**src/rtl/irq_router_pkg.sv**
```systemverilog
package irq_router_pkg;
  localparam int NUM_SRC = 5;
  localparam int LVL_W   = 3;
  localparam int NUM_LVL = 7;

  localparam int SRC_PER1 = 0;
  localparam int SRC_PER2 = 1;
  localparam int SRC_ETH  = 2;
  localparam int SRC_SER  = 3;
  localparam int SRC_NMI  = 4;

  // Target code 0 means "auxiliary line", since no source may produce level 0.
  localparam logic [LVL_W-1:0] TGT_AUX = '0;

  function automatic logic [LVL_W-1:0] route_level(input int src, input logic legacy);
    logic [LVL_W-1:0] lvl;
    case (src)
      SRC_PER1: lvl = legacy ? 3'd1 : 3'd6;
      SRC_PER2: lvl = 3'd2;
      SRC_ETH:  lvl = legacy ? TGT_AUX : 3'd3;
      SRC_SER:  lvl = 3'd4;
      default:  lvl = 3'd7;
    endcase
    return lvl;
  endfunction

  function automatic logic [LVL_W-1:0] top_level(input logic [NUM_LVL-1:0] pend);
    logic [LVL_W-1:0] lvl;
    lvl = '0;
    for (int i = 0; i < NUM_LVL; i++) begin
      if (pend[i]) lvl = LVL_W'(i + 1);
    end
    return lvl;
  endfunction
endpackage

```
**src/rtl/irq_sync.sv**
```systemverilog
module irq_sync #(
  parameter int WIDTH  = 6,
  parameter int STAGES = 2
) (
  input  logic             clk,
  input  logic             rst,
  input  logic [WIDTH-1:0] d_i,
  output logic [WIDTH-1:0] q_o
);
  logic [WIDTH-1:0] chain_q [STAGES];

  always_ff @(posedge clk) begin
    if (rst) begin
      for (int s = 0; s < STAGES; s++) chain_q[s] <= '0;
    end else begin
      chain_q[0] <= d_i;
      for (int s = 1; s < STAGES; s++) chain_q[s] <= chain_q[s-1];
    end
  end

  assign q_o = chain_q[STAGES-1];
endmodule

```
**src/rtl/nmi_hold.sv**
```systemverilog
module nmi_hold #(
  parameter int HOLD_CYCLES = 5_000_000,
  localparam int CW = $clog2(HOLD_CYCLES + 1)
) (
  input  logic          clk,
  input  logic          rst,
  input  logic          req_i,
  output logic          active_o,
  output logic [CW-1:0] left_o
);
  localparam logic [CW-1:0] HOLD_V = CW'(HOLD_CYCLES);

  logic          req_prev_q;
  logic [CW-1:0] cnt_q;

  always_ff @(posedge clk) begin
    if (rst) begin
      req_prev_q <= 1'b0;
      cnt_q      <= '0;
    end else begin
      req_prev_q <= req_i;
      if (req_i && !req_prev_q) cnt_q <= HOLD_V;
      else if (cnt_q != '0)     cnt_q <= cnt_q - 1'b1;
    end
  end

  assign active_o = (cnt_q != '0);
  assign left_o   = cnt_q;
endmodule

```
**src/rtl/irq_src_slot.sv**
```systemverilog
module irq_src_slot #(
  parameter int LVL_W = 3
) (
  input  logic             clk,
  input  logic             rst,
  input  logic             act_i,
  input  logic [LVL_W-1:0] map_lvl_i,
  output logic [LVL_W-1:0] tgt_o
);
  logic             act_prev_q;
  logic [LVL_W-1:0] tgt_q;
  logic             rise;

  assign rise  = act_i && !act_prev_q;
  assign tgt_o = rise ? map_lvl_i : tgt_q;

  always_ff @(posedge clk) begin
    if (rst) begin
      act_prev_q <= 1'b0;
      tgt_q      <= '0;
    end else begin
      act_prev_q <= act_i;
      if (rise) tgt_q <= map_lvl_i;
    end
  end
endmodule

```
**src/rtl/irq_level_router.sv**
```systemverilog
module irq_level_router
  import irq_router_pkg::*;
#(
  parameter int HOLD_CYCLES = 5_000_000,
  localparam int CW = $clog2(HOLD_CYCLES + 1)
) (
  input  logic       clk,
  input  logic       rst,
  input  logic       per1_irq_i,
  input  logic       per2_irq_i,
  input  logic       eth_irq_i,
  input  logic       ser_irq_i,
  input  logic       nmi_btn_i,
  input  logic       legacy_mode_i,
  output logic [2:0] ipl_o,
  output logic       aux_irq_o
);
  localparam int SYNC_W = NUM_SRC + 1;

  logic [SYNC_W-1:0]  raw_in, sync_in;
  logic               mode_s, nmi_req_s, nmi_act;
  logic [CW-1:0]      nmi_left;
  logic [NUM_SRC-1:0] src_act;
  logic [LVL_W-1:0]   src_tgt [NUM_SRC];
  logic [NUM_LVL-1:0] pend_next, pend_q;
  logic               aux_next, aux_pend_q;
  logic [LVL_W-1:0]   ipl_q;
  logic               aux_q;

  assign raw_in = {legacy_mode_i, nmi_btn_i, ser_irq_i, eth_irq_i, per2_irq_i, per1_irq_i};

  irq_sync #(.WIDTH(SYNC_W), .STAGES(2)) u_sync (
    .clk(clk), .rst(rst), .d_i(raw_in), .q_o(sync_in)
  );

  assign nmi_req_s = sync_in[4];
  assign mode_s    = sync_in[5];

  nmi_hold #(.HOLD_CYCLES(HOLD_CYCLES)) u_nmi (
    .clk(clk), .rst(rst), .req_i(nmi_req_s), .active_o(nmi_act), .left_o(nmi_left)
  );

  assign src_act = {nmi_act, sync_in[3:0]};

  for (genvar g = 0; g < NUM_SRC; g++) begin : g_slot
    irq_src_slot #(.LVL_W(LVL_W)) u_slot (
      .clk(clk), .rst(rst), .act_i(src_act[g]),
      .map_lvl_i(route_level(g, mode_s)), .tgt_o(src_tgt[g])
    );
  end

  always_comb begin
    pend_next = '0;
    for (int s = 0; s < NUM_SRC; s++) begin
      if (src_act[s] && src_tgt[s] != TGT_AUX) pend_next[int'(src_tgt[s]) - 1] = 1'b1;
    end
    aux_next = src_act[SRC_ETH] && (src_tgt[SRC_ETH] == TGT_AUX);
  end

  always_ff @(posedge clk) begin
    if (rst) begin
      pend_q     <= '0;
      aux_pend_q <= 1'b0;
      ipl_q      <= '0;
      aux_q      <= 1'b0;
    end else begin
      pend_q     <= pend_next;
      aux_pend_q <= aux_next;
      ipl_q      <= top_level(pend_q);
      aux_q      <= aux_pend_q;
    end
  end

  assign ipl_o     = ipl_q;
  assign aux_irq_o = aux_q;
endmodule

```
**config.mk**
```make
export PLATFORM = sky130hd
export DESIGN_NAME = irq_level_router
export DESIGN_NICKNAME = d
export VERILOG_FILES = /design/src/rtl/irq_router_pkg.sv /design/src/rtl/irq_sync.sv /design/src/rtl/nmi_hold.sv /design/src/rtl/irq_src_slot.sv /design/src/rtl/irq_level_router.sv
export SDC_FILE = /design/constraint.sdc
export NUM_CORES = 1
export LEC_CHECK = 0
export BUFFER_PORTS_ARGS = -buffer_cell sky130_fd_sc_hd__buf_2
export CAP_MARGIN = 10
export CORE_UTILIZATION = 45
export CTS_CLUSTER_SIZE = 24
export DETAILED_ROUTE_END_ITERATION = 16
export GPL_ROUTABILITY_DRIVEN = 1
export GPL_TIMING_DRIVEN = 0
export PLACE_DENSITY = 0.61
export SYNTH_ARGS = -nofsm -noshare
export SYNTH_HDL_FRONTEND = slang
export SYNTH_SLANG_ARGS = --single-unit
export TNS_END_PERCENT = 20
```
**constraint.sdc**
```tcl
create_clock -name clk -period 5.8 [get_ports clk]
set_input_delay 0.58 -clock clk [delete_from_list [all_inputs] [get_ports clk]]
set_output_delay 0.58 -clock clk [all_outputs]
set_load 0.01 [all_outputs]
```
# Word level (Yosys, flattened, before mapping)
# Memories as Yosys holds them, arrays and structs flattened.
# Index checks and enable logic that the tools add are counted.
dict set report word_totals {
  regBits 56
  input_bits 8
  ramBits 12
  memories 1
  word_cells 108
  out_inout_bits 4
}
dict set report op_classes {
  n_bitwise 6
  order_cmp 10
  n_reduce_logical 32
  n_addsub 6
  mux 36
}
# memory depth width read_ports rd_ports_with_merged_regs write_ports line
set mem_list {}
lappend mem_list {u_sync.chain_q 2 6 2 0 2 irq_sync.sv:10} ;# logic [WIDTH-1:0] chain_q [STAGES];
# cell n
set op_table {}
lappend op_table {{2-to-1 mux 23 bit} 2}
lappend op_table {{2-to-1 mux 3 bit} 12}
lappend op_table {{2-to-1 mux 7 bit} 5}
lappend op_table {{bitwise OR 7 bit} 4}
lappend op_table {{< comparator 4 x 5 -> 1 bit, second input constant} 5}
lappend op_table {{nonzero test 23 bit} 1}
lappend op_table {{subtractor 23 x 1 -> 23 bit, second input constant} 1}
lappend op_table {{greater-or-equal comparator 4 x 1 -> 1 bit, second input constant} 5}
lappend op_table {{subtractor 3 x 1 -> 4 bit, second input constant} 5}
lappend op_table {{logical AND 1 bit} 17}
lappend op_table {{demux 1 bit (select 3 bit)} 5}
lappend op_table {{nonzero test 3 bit} 5}
lappend op_table {{2-to-1 mux 6 bit} 2}
lappend op_table {{2-to-1 mux 1 bit} 9}
lappend op_table {{logical NOT 1 bit} 6}
lappend op_table {{logical NOT 3 bit} 1}
lappend op_table {{2-to-1 mux 2 bit} 1}
lappend op_table {{bitwise OR 1 bit} 2}
lappend op_table {{nonzero test 2 bit} 1}
lappend op_table {{OR reduction 2 bit} 1}

# Depth between registers and ports, before layout
# Gate-level depths: netlist (run 1).
dict set report logic_depth {
  word_depth 17
  mapped_depth 13
  ltp_nobuf 12
}

# Modules after synthesis
# Synthesis (run 1) repeated with hierarchy kept, for this count alone.
dict set report hier_totals {
  cells_unflattened 402
  area_unflattened_um2 3722.3
}
# mod instances area_each_um2 cells_per_inst seq_area_each_um2
set by_module_without_submodules {}
lappend by_module_without_submodules {nmi_hold 1 1193.6 135 480.5}
lappend by_module_without_submodules {irq_src_slot 5 215.2 19 80.1}
lappend by_module_without_submodules {irq_level_router 1 1041.0 141 240.2}
lappend by_module_without_submodules {irq_sync 1 411.6 31 240.2}

# Worst setup path before layout (run 1)
# OpenSTA, ideal clock, no wires.
dict set report synth_timing {
  path_type {reg-to-reg}
  from {register u_nmi.cnt_q[0], in the netlist u_nmi.left_o[0]}
  to {register pend_q[3]}
  path_slack_ps 3436
  required_time_ps 5719
  path_buffers 1
  path_stages_with_launch 14
  synth_period_minus_slack_ps 2364
  setup_time_ps 81
  arrival_ps 2283
  cell_sequence {dfxtp_1 inv_1 ha_1 nor2b_1 and4_1 buf_4 a21oi_1 nor2_1 ha_1 inv_1 a21oi_1 nor3b_1 nand3_1 a41oi_1}
}
dict set report synth_between {
  elab_chain_cells 10
  elab_cells_between_ends 13
  classes_between {1 x add/sub; 2 x order compare; 4 x mux; 1 x bitwise; 5 x reduce/logical}
}
# item line
set synth_rtl {}
lappend synth_rtl {{from (decl)} nmi_hold.sv:14} ;# logic [CW-1:0] cnt_q;
lappend synth_rtl {{from (signal assigned)} nmi_hold.sv:23} ;# else if (cnt_q != '0) cnt_q <= cnt_q - 1'b1;
lappend synth_rtl {{nonzero test 23 bit *} nmi_hold.sv:27} ;# assign active_o = (cnt_q != '0);
lappend synth_rtl {{logical AND 1 bit} irq_src_slot.sv:14} ;# assign rise = act_i && !act_prev_q;
lappend synth_rtl {{2-to-1 mux 3 bit} irq_src_slot.sv:15} ;# assign tgt_o = rise ? map_lvl_i : tgt_q;
lappend synth_rtl {{subtractor 3 x 1 -> 4 bit} irq_level_router.sv:55} ;# if (src_act[s] && src_tgt[s] != TGT_AUX) pend_next[int'(src_tgt[s]) - 1] = 1'b1;
lappend synth_rtl {{< comparator 4 x 5 -> 1 bit (implied by the code) or greater-or-equal comparator 4 x 1 -> 1 bit (tied branches)} irq_level_router.sv:55}
lappend synth_rtl {{logical AND 1 bit (implied by the code)} irq_level_router.sv:55}
lappend synth_rtl {{2-to-1 mux 1 bit (implied by the code)} irq_level_router.sv:55}
lappend synth_rtl {{demux 1 bit (select 3 bit)} irq_level_router.sv:55}
lappend synth_rtl {{bitwise OR 7 bit (no line)} -}
lappend synth_rtl {{2-to-1 mux 7 bit *} irq_level_router.sv:55}
lappend synth_rtl {{to (signal assigned)} irq_level_router.sv:67} ;# pend_q <= pend_next;
lappend synth_rtl {{to (decl)} irq_level_router.sv:25} ;# logic [NUM_LVL-1:0] pend_next, pend_q;
# Every way passes the cells marked *; elsewhere a longest branch is shown, timed or not.
# A chain may end at the register's enable or synchronous reset.

# Worst setup path in the final report (run 1)
# Same ends and word-level chain as after synthesis.

==> results of run 1 <==
==> power by group <==
| part | total (µW) | internal (µW) | switching, µW | leakage, µW |
|---|---|---|---|---|
| Sequential | 664 | 568 | 95.8 | 0.000558 |
| Combinational | 753 | 322 | 431 | 0.000654 |
| Clock | 451 | 249 | 202 | 0.000113 |
| Total | 1870 | 1140 | 728 | 0.00132 |
==> layer usage <==
layer / global-route usage [%] / wire length [µm]
met2: 25.5 / 2470
met5: 0 / 0
met3: 3.71 / 168
met4: 8.64 / 129
met1: 28.1 / 3460
==> stage by stage <==
step                      hold WS, ns  util (%)  instance area [µm²]  total power (µW)
after detailed placement        0.428      49.2                 3360              1420
final                           0.421      52.6                 3590              1870
after floorplan                 0.414         -                 3190              1270
after global placement          0.415      49.2                 3360              1410
after CTS                       0.418      52.6                 3590              1880
after global routing            0.413      52.6                 3590              2000
==> cell type report <==
| type | count | area [µm²] | share of cell area [%] |
|---|---|---|---|
| tap | 96 | 120 | 3.34 |
| timing repair buffer | 10 | 50.0 | 1.39 |
| clock inverter | 7 | 105 | 2.93 |
| buffer | 14 | 67.6 | 1.88 |
| multi-input combinational | 263 | 1720 | 47.8 |
| sequential | 68 | 1360 | 37.9 |
| clock buffer | 9 | 124 | 3.45 |
| inverter | 12 | 45.0 | 1.25 |
==> final timing paths <==
path,slack (ns),startpoint,cells after the start,to
hold reg to reg,0.44,u_sync.chain_q[0][0]$_SDFF_PP0_,1,u_sync.chain_q[0][6]$_SDFF_PP0_
setup reg to reg,2.99,u_nmi.left_o[0]$_SDFFE_PP0P_,13,pend_q[3]$_SDFF_PP0_
hold / removal,0.42,per2_irq_i,2,u_sync.chain_q[0][1]$_SDFF_PP0_
setup / recovery,2.99,u_nmi.left_o[0]$_SDFFE_PP0P_,13,pend_q[3]$_SDFF_PP0_
==> cells by family (layout without fill, tap and decap cells) <==
family / Yosys count / count (layout) / share of synthesized area [%]
mux: 2 / 2 / 0.666
flops: 68 / 68 / 42.7
buf+inv: 26 / 52 / 3.53
fa+ha+maj: 11 / 11 / 4.31
xor+xnor: 22 / 22 / 6.04
simple gates: 163 / 163 / 29.1
compound gates: 65 / 65 / 13.7
==> synthesized netlist by cell type (4+ instances only) <==
cell                       instances  area [µm²]
sky130_fd_sc_hd__nor2_1           50         188
sky130_fd_sc_hd__xor2_1            9        78.8
sky130_fd_sc_hd__clkbuf_1          9        33.8
sky130_fd_sc_hd__nor4_2            5        62.6
sky130_fd_sc_hd__nor3b_1           4        30.0
sky130_fd_sc_hd__a21oi_1          21         105
sky130_fd_sc_hd__xnor2_1          13         114
sky130_fd_sc_hd__a31oi_1           7        43.8
sky130_fd_sc_hd__inv_1            12        45.0
sky130_fd_sc_hd__nor3_1            5        25.0
sky130_fd_sc_hd__nand2b_1          9        56.3
sky130_fd_sc_hd__ha_1             11         138
sky130_fd_sc_hd__nand4_1           5        31.3
sky130_fd_sc_hd__dfxtp_1          68        1360
sky130_fd_sc_hd__o21ai_0           7        35.0
sky130_fd_sc_hd__nor2b_1          25         156
sky130_fd_sc_hd__nand2_1          22        82.6
sky130_fd_sc_hd__a32oi_1           4        35.0
sky130_fd_sc_hd__nand3_1           9        45.0
==> worst register-to-register path: stages (launching register included) <==
cell and delay [ns]:
sky130_fd_sc_hd__dfxtp_1 0.38, sky130_fd_sc_hd__inv_1 0.08, sky130_fd_sc_hd__ha_1 0.21, sky130_fd_sc_hd__nor2b_1 0.15, sky130_fd_sc_hd__and4_1 0.27, sky130_fd_sc_hd__buf_4 0.21
sky130_fd_sc_hd__a21oi_1 0.25, sky130_fd_sc_hd__nor2_1 0.12, sky130_fd_sc_hd__ha_1 0.21, sky130_fd_sc_hd__inv_1 0.07, sky130_fd_sc_hd__a21oi_1 0.06, sky130_fd_sc_hd__nor3b_1 0.32
sky130_fd_sc_hd__nand3_1 0.16, sky130_fd_sc_hd__a41oi_1 0.24
==> registers in the layout (all words and copies together) (netlist names), 3 cells and up <==
| name | count |
|---|---|
| g_slot.u_slot.tgt_q | 15 |
| pend_q | 7 |
| u_sync.chain_q | 12 |
| g_slot.u_slot.act_prev_q | 5 |
| ipl_o | 3 |
| u_nmi.left_o | 23 |
==> impl_metrics.sql, run 1 <==
INSERT INTO impl_metrics (metric_group, metric, value, unit) VALUES
('clock_network', 'worstSkewPairLatency', '0.36', 'ns'),
('sta', 'worst_slew_pin_slew', '0.587', 'ns'),
('route', 'vias_per_cell', '5.15', ''),
('clock_network', 'hold_buffers', '0', ''),
('layout', 'number_of_nets_in_the_layout', '397', ''),
('placement', 'port_buffers', '10', ''),
('route', 'detail_route.wl_per_cell', '13.0', 'µm'),
('route', 'drt.antenna.violating_nets', '0', ''),
('layout', 'final_cell_mix', 'sky130_fd_sc_hd__dfxtp_1, sky130_fd_sc_hd__nor2_1, sky130_fd_sc_hd__nor2b_1', ''),
('global_route', 'antenna_found_initial', '0', ''),
('global_route', 'globalRouteOverflowTotal', '0', ''),
('sta', 'total_setup_violations_reported_at_the_end_of_the_flow', '0', ''),
('logic_synthesis', 'synth_area_per_cell', '8.94', 'µm²'),
('setup_path', 'worstPathMaxFanout', '10', ''),
('setup_path', 'cp.arrival', '3.08', 'ns'),
('route', 'drt_wl_total', '6230', 'µm'),
('global_route', 'first_global_vias', '2264', ''),
('power_and_ir_drop', 'power_per_cell_area', '520', 'mW/mm²'),
('clock_network', 'cts_post_setup_buffers_inserted', '0', ''),
('logic_synthesis', 'seq_area_frac_synth', '42.6', '%'),
('floorplanning', 'row_count', '30', ''),
('logic_synthesis', 'post_synth_instance_area', '0.00319', 'mm²'),
('placement', 'dp_slack', '3.07', 'ns'),
('sta', 'timing.final.max_slew_violations', '0', ''),
('global_route', 'pin_count_of_the_biggest_net_entering_global_routing', '15', ''),
('setup_path', 'worst_ep_required', '6.07', 'ns'),
('clock_network', 'tritoncts', 'done', ''),
('placement', 'hpwl', '4510', 'µm'),
('logic_synthesis', 'postSynthCellCount', '357', ''),
('setup_path', 'slowest_stage', 'sky130_fd_sc_hd__dfxtp_1', ''),
('layout', 'drive_above_1_share', '11.7', '%'),
('status', 'outcome', 'finished, final reports clean', ''),
('logic_synthesis', 'ys_ff_latch', '68', ''),
('clock_network', 'clk_pin_slew', '0.08', 'ns'),
('logic_synthesis', 'synth_edf_count', '0', ''),
('clock_network', 'tritoncts.num_buffers', '9', ''),
('floorplanning', 'start_util', '46.7', '%'),
('layout', 'layout.filler_cells', '663', ''),
('global_route', 'globalRouteTotalUtil', '18.7', '%'),
('floorplanning', 'die_h', '86.2', 'µm'),
('placement', 'placedCellCount', '463', ''),
('clock_network', 'clockRootBuffer', 'sky130_fd_sc_hd__clkbuf_8', ''),
('sta', 'finalWorstPathRequiredPeriod', '2.81', 'ns'),
('layout', 'mostFrequentLayoutCell', 'sky130_fd_sc_hd__dfxtp_1', ''),
('route', 'detail_route.iter0.violations', '154', ''),
('route', 'drt_first_pass_iters', '4', ''),
('setup_path', 'crit_buf_inv', '3', ''),
('sta', 'maxSlewHeadroom', '60.9', '%'),
('layout', 'finish.cell_count_without_fillers', '479', ''),
('logic_synthesis', 'synthesized_netlist_net_count', '376', ''),
('route', 'drcViolationCount', '0', ''),
('setup_path', 'crit_type', 'reg2reg', ''),
('clock_network', 'cts_resized', '0', ''),
('floorplanning', 'fp.coreArea', '0.00683', 'mm²'),
('setup_path', 'crit_chain', 'inv_1 > ha_1 > nor2b_1 > and4_1 > buf_4 > a21oi_1 > nor2_1 > ha_1 > inv_1 > a21oi_1 > nor3b_1 > nand3_1 > a41oi_1', ''),
('route', 'routed-via-count', '2469', ''),
('logic_synthesis', 'ys.flop_type', 'sky130_fd_sc_hd__dfxtp_1', ''),
('setup_path', 'end_kind', 'flip-flop', ''),
('min_path', 'worst_hold_path_type', 'in2reg', ''),
('logic_synthesis', 'synthDistinctLibCells', '56', ''),
('floorplanning', 'num_io_pins', '12', ''),
('sta', 'timing.final.ws_setup', '2.99', 'ns'),
('floorplanning', 'die-width', '86.2', 'µm'),
('flow_run', 'timing.max_cap.violations', '0', ''),
('logic_synthesis', 'yosys_warnings', '0', ''),
('sta', 'finalHoldViolCount', '0', ''),
('power_and_ir_drop', 'leakage', '0.00132', 'µW'),
('setup_path', 'crit_path_max_incr_delay', '0.38', 'ns'),
('logic_synthesis', 'synthArstFlopShare', '0', '%'),
('clock_network', 'h-tree-depth', '3', ''),
('clock_network', 'cts.sink_count', '68', '');
(Power assumes the default switching activity.)
==> run 2, diff against run 1 <==
--- a/config.mk
+++ b/config.mk
@@ -12,7 +12,7 @@
 export DETAILED_ROUTE_END_ITERATION = 16
 export GPL_ROUTABILITY_DRIVEN = 1
 export GPL_TIMING_DRIVEN = 0
-export PLACE_DENSITY = 0.61
+export PLACE_DENSITY = 0.63
 export SYNTH_ARGS = -nofsm -noshare
 export SYNTH_HDL_FRONTEND = slang
 export SYNTH_SLANG_ARGS = --single-unit
==> constraint.sdc (replaced) <==
create_clock -name clk -period 2.31 [get_ports clk]
set_input_delay 0.231 -clock clk [delete_from_list [all_inputs] [get_ports clk]]
set_output_delay 0.231 -clock clk [all_outputs]
set_load 0.01 [all_outputs]
==> run 2 against run 1 <==
Clock-buffer cell count increased by 1. Total power increased to 2.6 times the previous value. Global-route usage up 0.65 points. Worst setup slack got worse by 2.9 ns. Core utilization grew 1.3 points. Non-clock buffer count rose by 3. Clock skew up 0.00084 ns. Sequential power rose to 2.6 times the previous value. Via count rose by 2.1%. Hold slack worse by 0.34 ns. Sequential cell count unchanged. Critical endpoint is now pend_q[1]$_SDFF_PP0_. Highest routed layer unchanged.
==> impl_metrics.sql, run 2 (synthesis gave the netlist of run 1 again) <==
INSERT INTO impl_metrics (metric_group, metric, value, unit) VALUES
('status', 'outcome', 'finished, final reports clean', ''),
('sta', 'maxSlewHeadroom', '61.6', '%'),
('min_path', 'worst_hold_path_type', 'in2reg', ''),
('setup_path', 'timing.critical_path.from_type', 'flip-flop', ''),
('clock_network', 'cts.sink_count', '68', ''),
('setup_path', 'r2r.worst_path.cells', '13', ''),
('sta', 'timing.final.ws_setup', '0.0856', 'ns'),
('placement', 'dp_slack', '-0.400', 'ns'),
('layout', 'utilization', '53.9', '%'),
('floorplanning', 'num_io_pins', '12', ''),
('layout', 'antenna-diode-count', '0', ''),
('route', 'drt_wl_total', '6650', 'µm'),
('sta', 'fmax', '450', 'MHz'),
('setup_path', 'crit_path_end', 'pend_q[1]$_SDFF_PP0_', ''),
('layout', 'drive_above_1_share', '17.4', '%'),
('power_and_ir_drop', 'vdd.ir_drop.worst', '0.701', 'mV'),
('global_route', 'globalRouteTotalUtil', '19.4', '%'),
('clock_network', 'tritoncts.num_buffers', '9', ''),
('floorplanning', 'start_util', '46.7', '%'),
('sta', 'timing.final.max_slew_violations', '0', ''),
('global_route', 'first_global_vias', '2324', ''),
('clock_network', 'tritoncts', 'done', ''),
('setup_path', 'worstPathMaxFanout', '3', ''),
('layout', 'largest_register_ff_count', '23', ''),
('setup_path', 'cp.arrival', '2.51', 'ns'),
('layout', 'number_of_nets_in_the_layout', '400', ''),
('global_route', 'antenna_found_initial', '0', ''),
('sta', 'skew', '0.00929', 'ns'),
('floorplanning', 'row_count', '30', ''),
('global_route', 'pin_count_of_the_biggest_net_entering_global_routing', '14', ''),
('setup_path', 'crit_type', 'reg2reg', ''),
('route', 'drt_first_pass_iters', '4', ''),
('setup_path', 'crit_path_max_incr_delay', '0.33', 'ns'),
('placement', 'hpwl', '4590', 'µm'),
('global_route', 'grt_pass1_wl', '11100', 'µm'),
('floorplanning', 'fp.coreArea', '0.00683', 'mm²'),
('floorplanning', 'die_h', '86.2', 'µm'),
('sta', 'total_setup_violations_reported_at_the_end_of_the_flow', '0', ''),
('floorplanning', 'die-width', '86.2', 'µm'),
('placement', 'placedCellCount', '463', ''),
('route', 'drt.antenna.violating_nets', '0', ''),
('setup_path', 'end_kind', 'flip-flop', ''),
('sta', 'grt_setup_unrepaired', 'true', ''),
('layout', 'mostFrequentLayoutCell', 'sky130_fd_sc_hd__dfxtp_1', ''),
('route', 'routed-via-count', '2522', ''),
('layout', 'flow.area_growth_from_synthesis', '15.3', '%'),
('sta', 'finalWorstPathRequiredPeriod', '2.22', 'ns'),
('min_path', 'worstHoldPathCells', '2', ''),
('clock_network', 'h-tree-depth', '3', ''),
('setup_path', 'slowest_stage', 'sky130_fd_sc_hd__dfxtp_2', ''),
('route', 'detail_route.wl_per_cell', '13.8', 'µm'),
('power_and_ir_drop', 'leakage', '0.00135', 'µW'),
('clock_network', 'worstSkewPairLatency', '0.35', 'ns'),
('setup_path', 'r2r-start', 'u_nmi.left_o[1]$_SDFFE_PP0P_', ''),
('placement', 'gp_congestion', '0.820', ''),
('floorplanning', 'design.die.area', '0.00743', 'mm²'),
('clock_network', 'clockBufferDepth', '2', ''),
('layout', 'final_cell_mix', 'sky130_fd_sc_hd__dfxtp_1, sky130_fd_sc_hd__nor2_1, sky130_fd_sc_hd__nor2b_1', ''),
('sta', 'post-route-period-util', '96.3', '%'),
('setup_path', 'worst-r2r-setup-slack', '0.09', 'ns'),
('clock_network', 'clk_pin_slew', '0.08', 'ns'),
('power_and_ir_drop', 'power_per_cell_area', '1300', 'mW/mm²'),
('setup_path', 'crit_chain', 'inv_1 > ha_2 > nor2b_2 > and4_4 > a21oi_4 > nor2_4 > ha_1 > inv_1 > a21oi_1 > nor3b_2 > buf_4 > nand4_1 > o21ai_1', ''),
('setup_path', 'path_common_cell', 'sky130_fd_sc_hd__inv_1', ''),
('sta', 'worst_slew_pin_slew', '0.576', 'ns'),
('setup_path', 'reg2reg_to', 'pend_q[1]$_SDFF_PP0_', ''),
('flow_run', 'timing.max_cap.violations', '0', ''),
('sta', 'finalHoldViolCount', '0', ''),
('route', 'drcViolationCount', '0', ''),
('setup_path', 'cp-startpoint', 'u_nmi.left_o[1]$_SDFFE_PP0P_', ''),
('placement', 'port_buffers', '10', ''),
('clock_network', 'clockRootBuffer', 'sky130_fd_sc_hd__clkbuf_8', ''),
('route', 'vias_per_cell', '5.23', ''),
('layout', 'finish.cell_count_without_fillers', '482', ''),
('global_route', 'globalRouteOverflowTotal', '0', ''),
('setup_path', 'worst_ep_required', '2.59', 'ns'),
('route', 'detail_route.iter0.violations', '105', '');
[run 2: cell types whose count changed in the layout (fill, tap and decap cells not counted), sizes merged]
cell and delta:
bufinv -1, buf +3, clkinv +3, inv -3, clkbuf +1
[run 2: worst min path at each step]
stage | slack [ns] | end | startpoint
final | 0.08 | u_sync.chain_q[0][0]$_SDFF_PP0_ | per1_irq_i
after floorplan | 0.36 | u_sync.chain_q[0][0]$_SDFF_PP0_ | per1_irq_i
after global placement | 0.41 | u_sync.chain_q[0][11]$_SDFF_PP0_ | u_sync.chain_q[0][5]$_SDFF_PP0_
after global routing | 0.08 | u_sync.chain_q[0][2]$_SDFF_PP0_ | eth_irq_i
after CTS | 0.07 | u_sync.chain_q[0][5]$_SDFF_PP0_ | legacy_mode_i
after detailed placement | 0.42 | u_sync.chain_q[0][11]$_SDFF_PP0_ | u_sync.chain_q[0][5]$_SDFF_PP0_
[run 2: worst max-delay path, delay by kind of cell (launching register included)]
kind	cells	cell delay, ns
compound gates	3	0.41
fa+ha+maj	2	0.37
buf+inv	3	0.28
flops	1	0.33
simple gates	5	0.76
[run 2: layout make-up]
type / instances / area (µm²)
multi-input cells: 263 / 1800
inverters: 12 / 45.0
fillers: 662 / 3150
clock buffers: 10 / 138
clock inverters: 6 / 72.6
plain buffers: 13 / 60.1
flip-flops and latches: 68 / 1370
repair buffers: 14 / 80.1
well taps: 96 / 120
[run 2: where the power goes]
group	leakage [µW]	internal (µW)	switching [µW]
logic	0.000691	905	1180
registers	0.000559	1430	273
clock network	0.000103	537	478
[run 2: timing repair]
action	CTS	global route
gates resized for setup	11	14
cloned	0	0
setup endpoints to repair	7	7
pin swaps	2	7
hold buffers	0	0
setup buffers	2	2
[run 2: per-stage QoR]
| step | total power (µW) | instance area (µm²) | hold slack, ns | TNS (ns) |
|---|---|---|---|---|
| 5_1_grt | 5130 | 3680 | 0.0811 | -0.0713 |
| 6_report | 4800 | 3680 | 0.0846 | 0 |
| 4_1_cts | 4750 | 3630 | 0.0724 | 0 |
| 3_3_place_gp | 3560 | 3370 | 0.415 | -2.05 |
| 3_5_place_dp | 3590 | 3370 | 0.424 | -2.19 |
| 2_1_floorplan | 3200 | 3200 | 0.359 | 0 |
[run 2: layer usage]
layer / vias to the layer above / global-route usage, % / wire length [µm]
met3: 10 / 3.43 / 208
li1: 1304 / - / -
met2: 41 / 28.9 / 2850
met4: 0 / 9.09 / 129
met5: - / 0 / 0
met1: 1167 / 27.2 / 3460
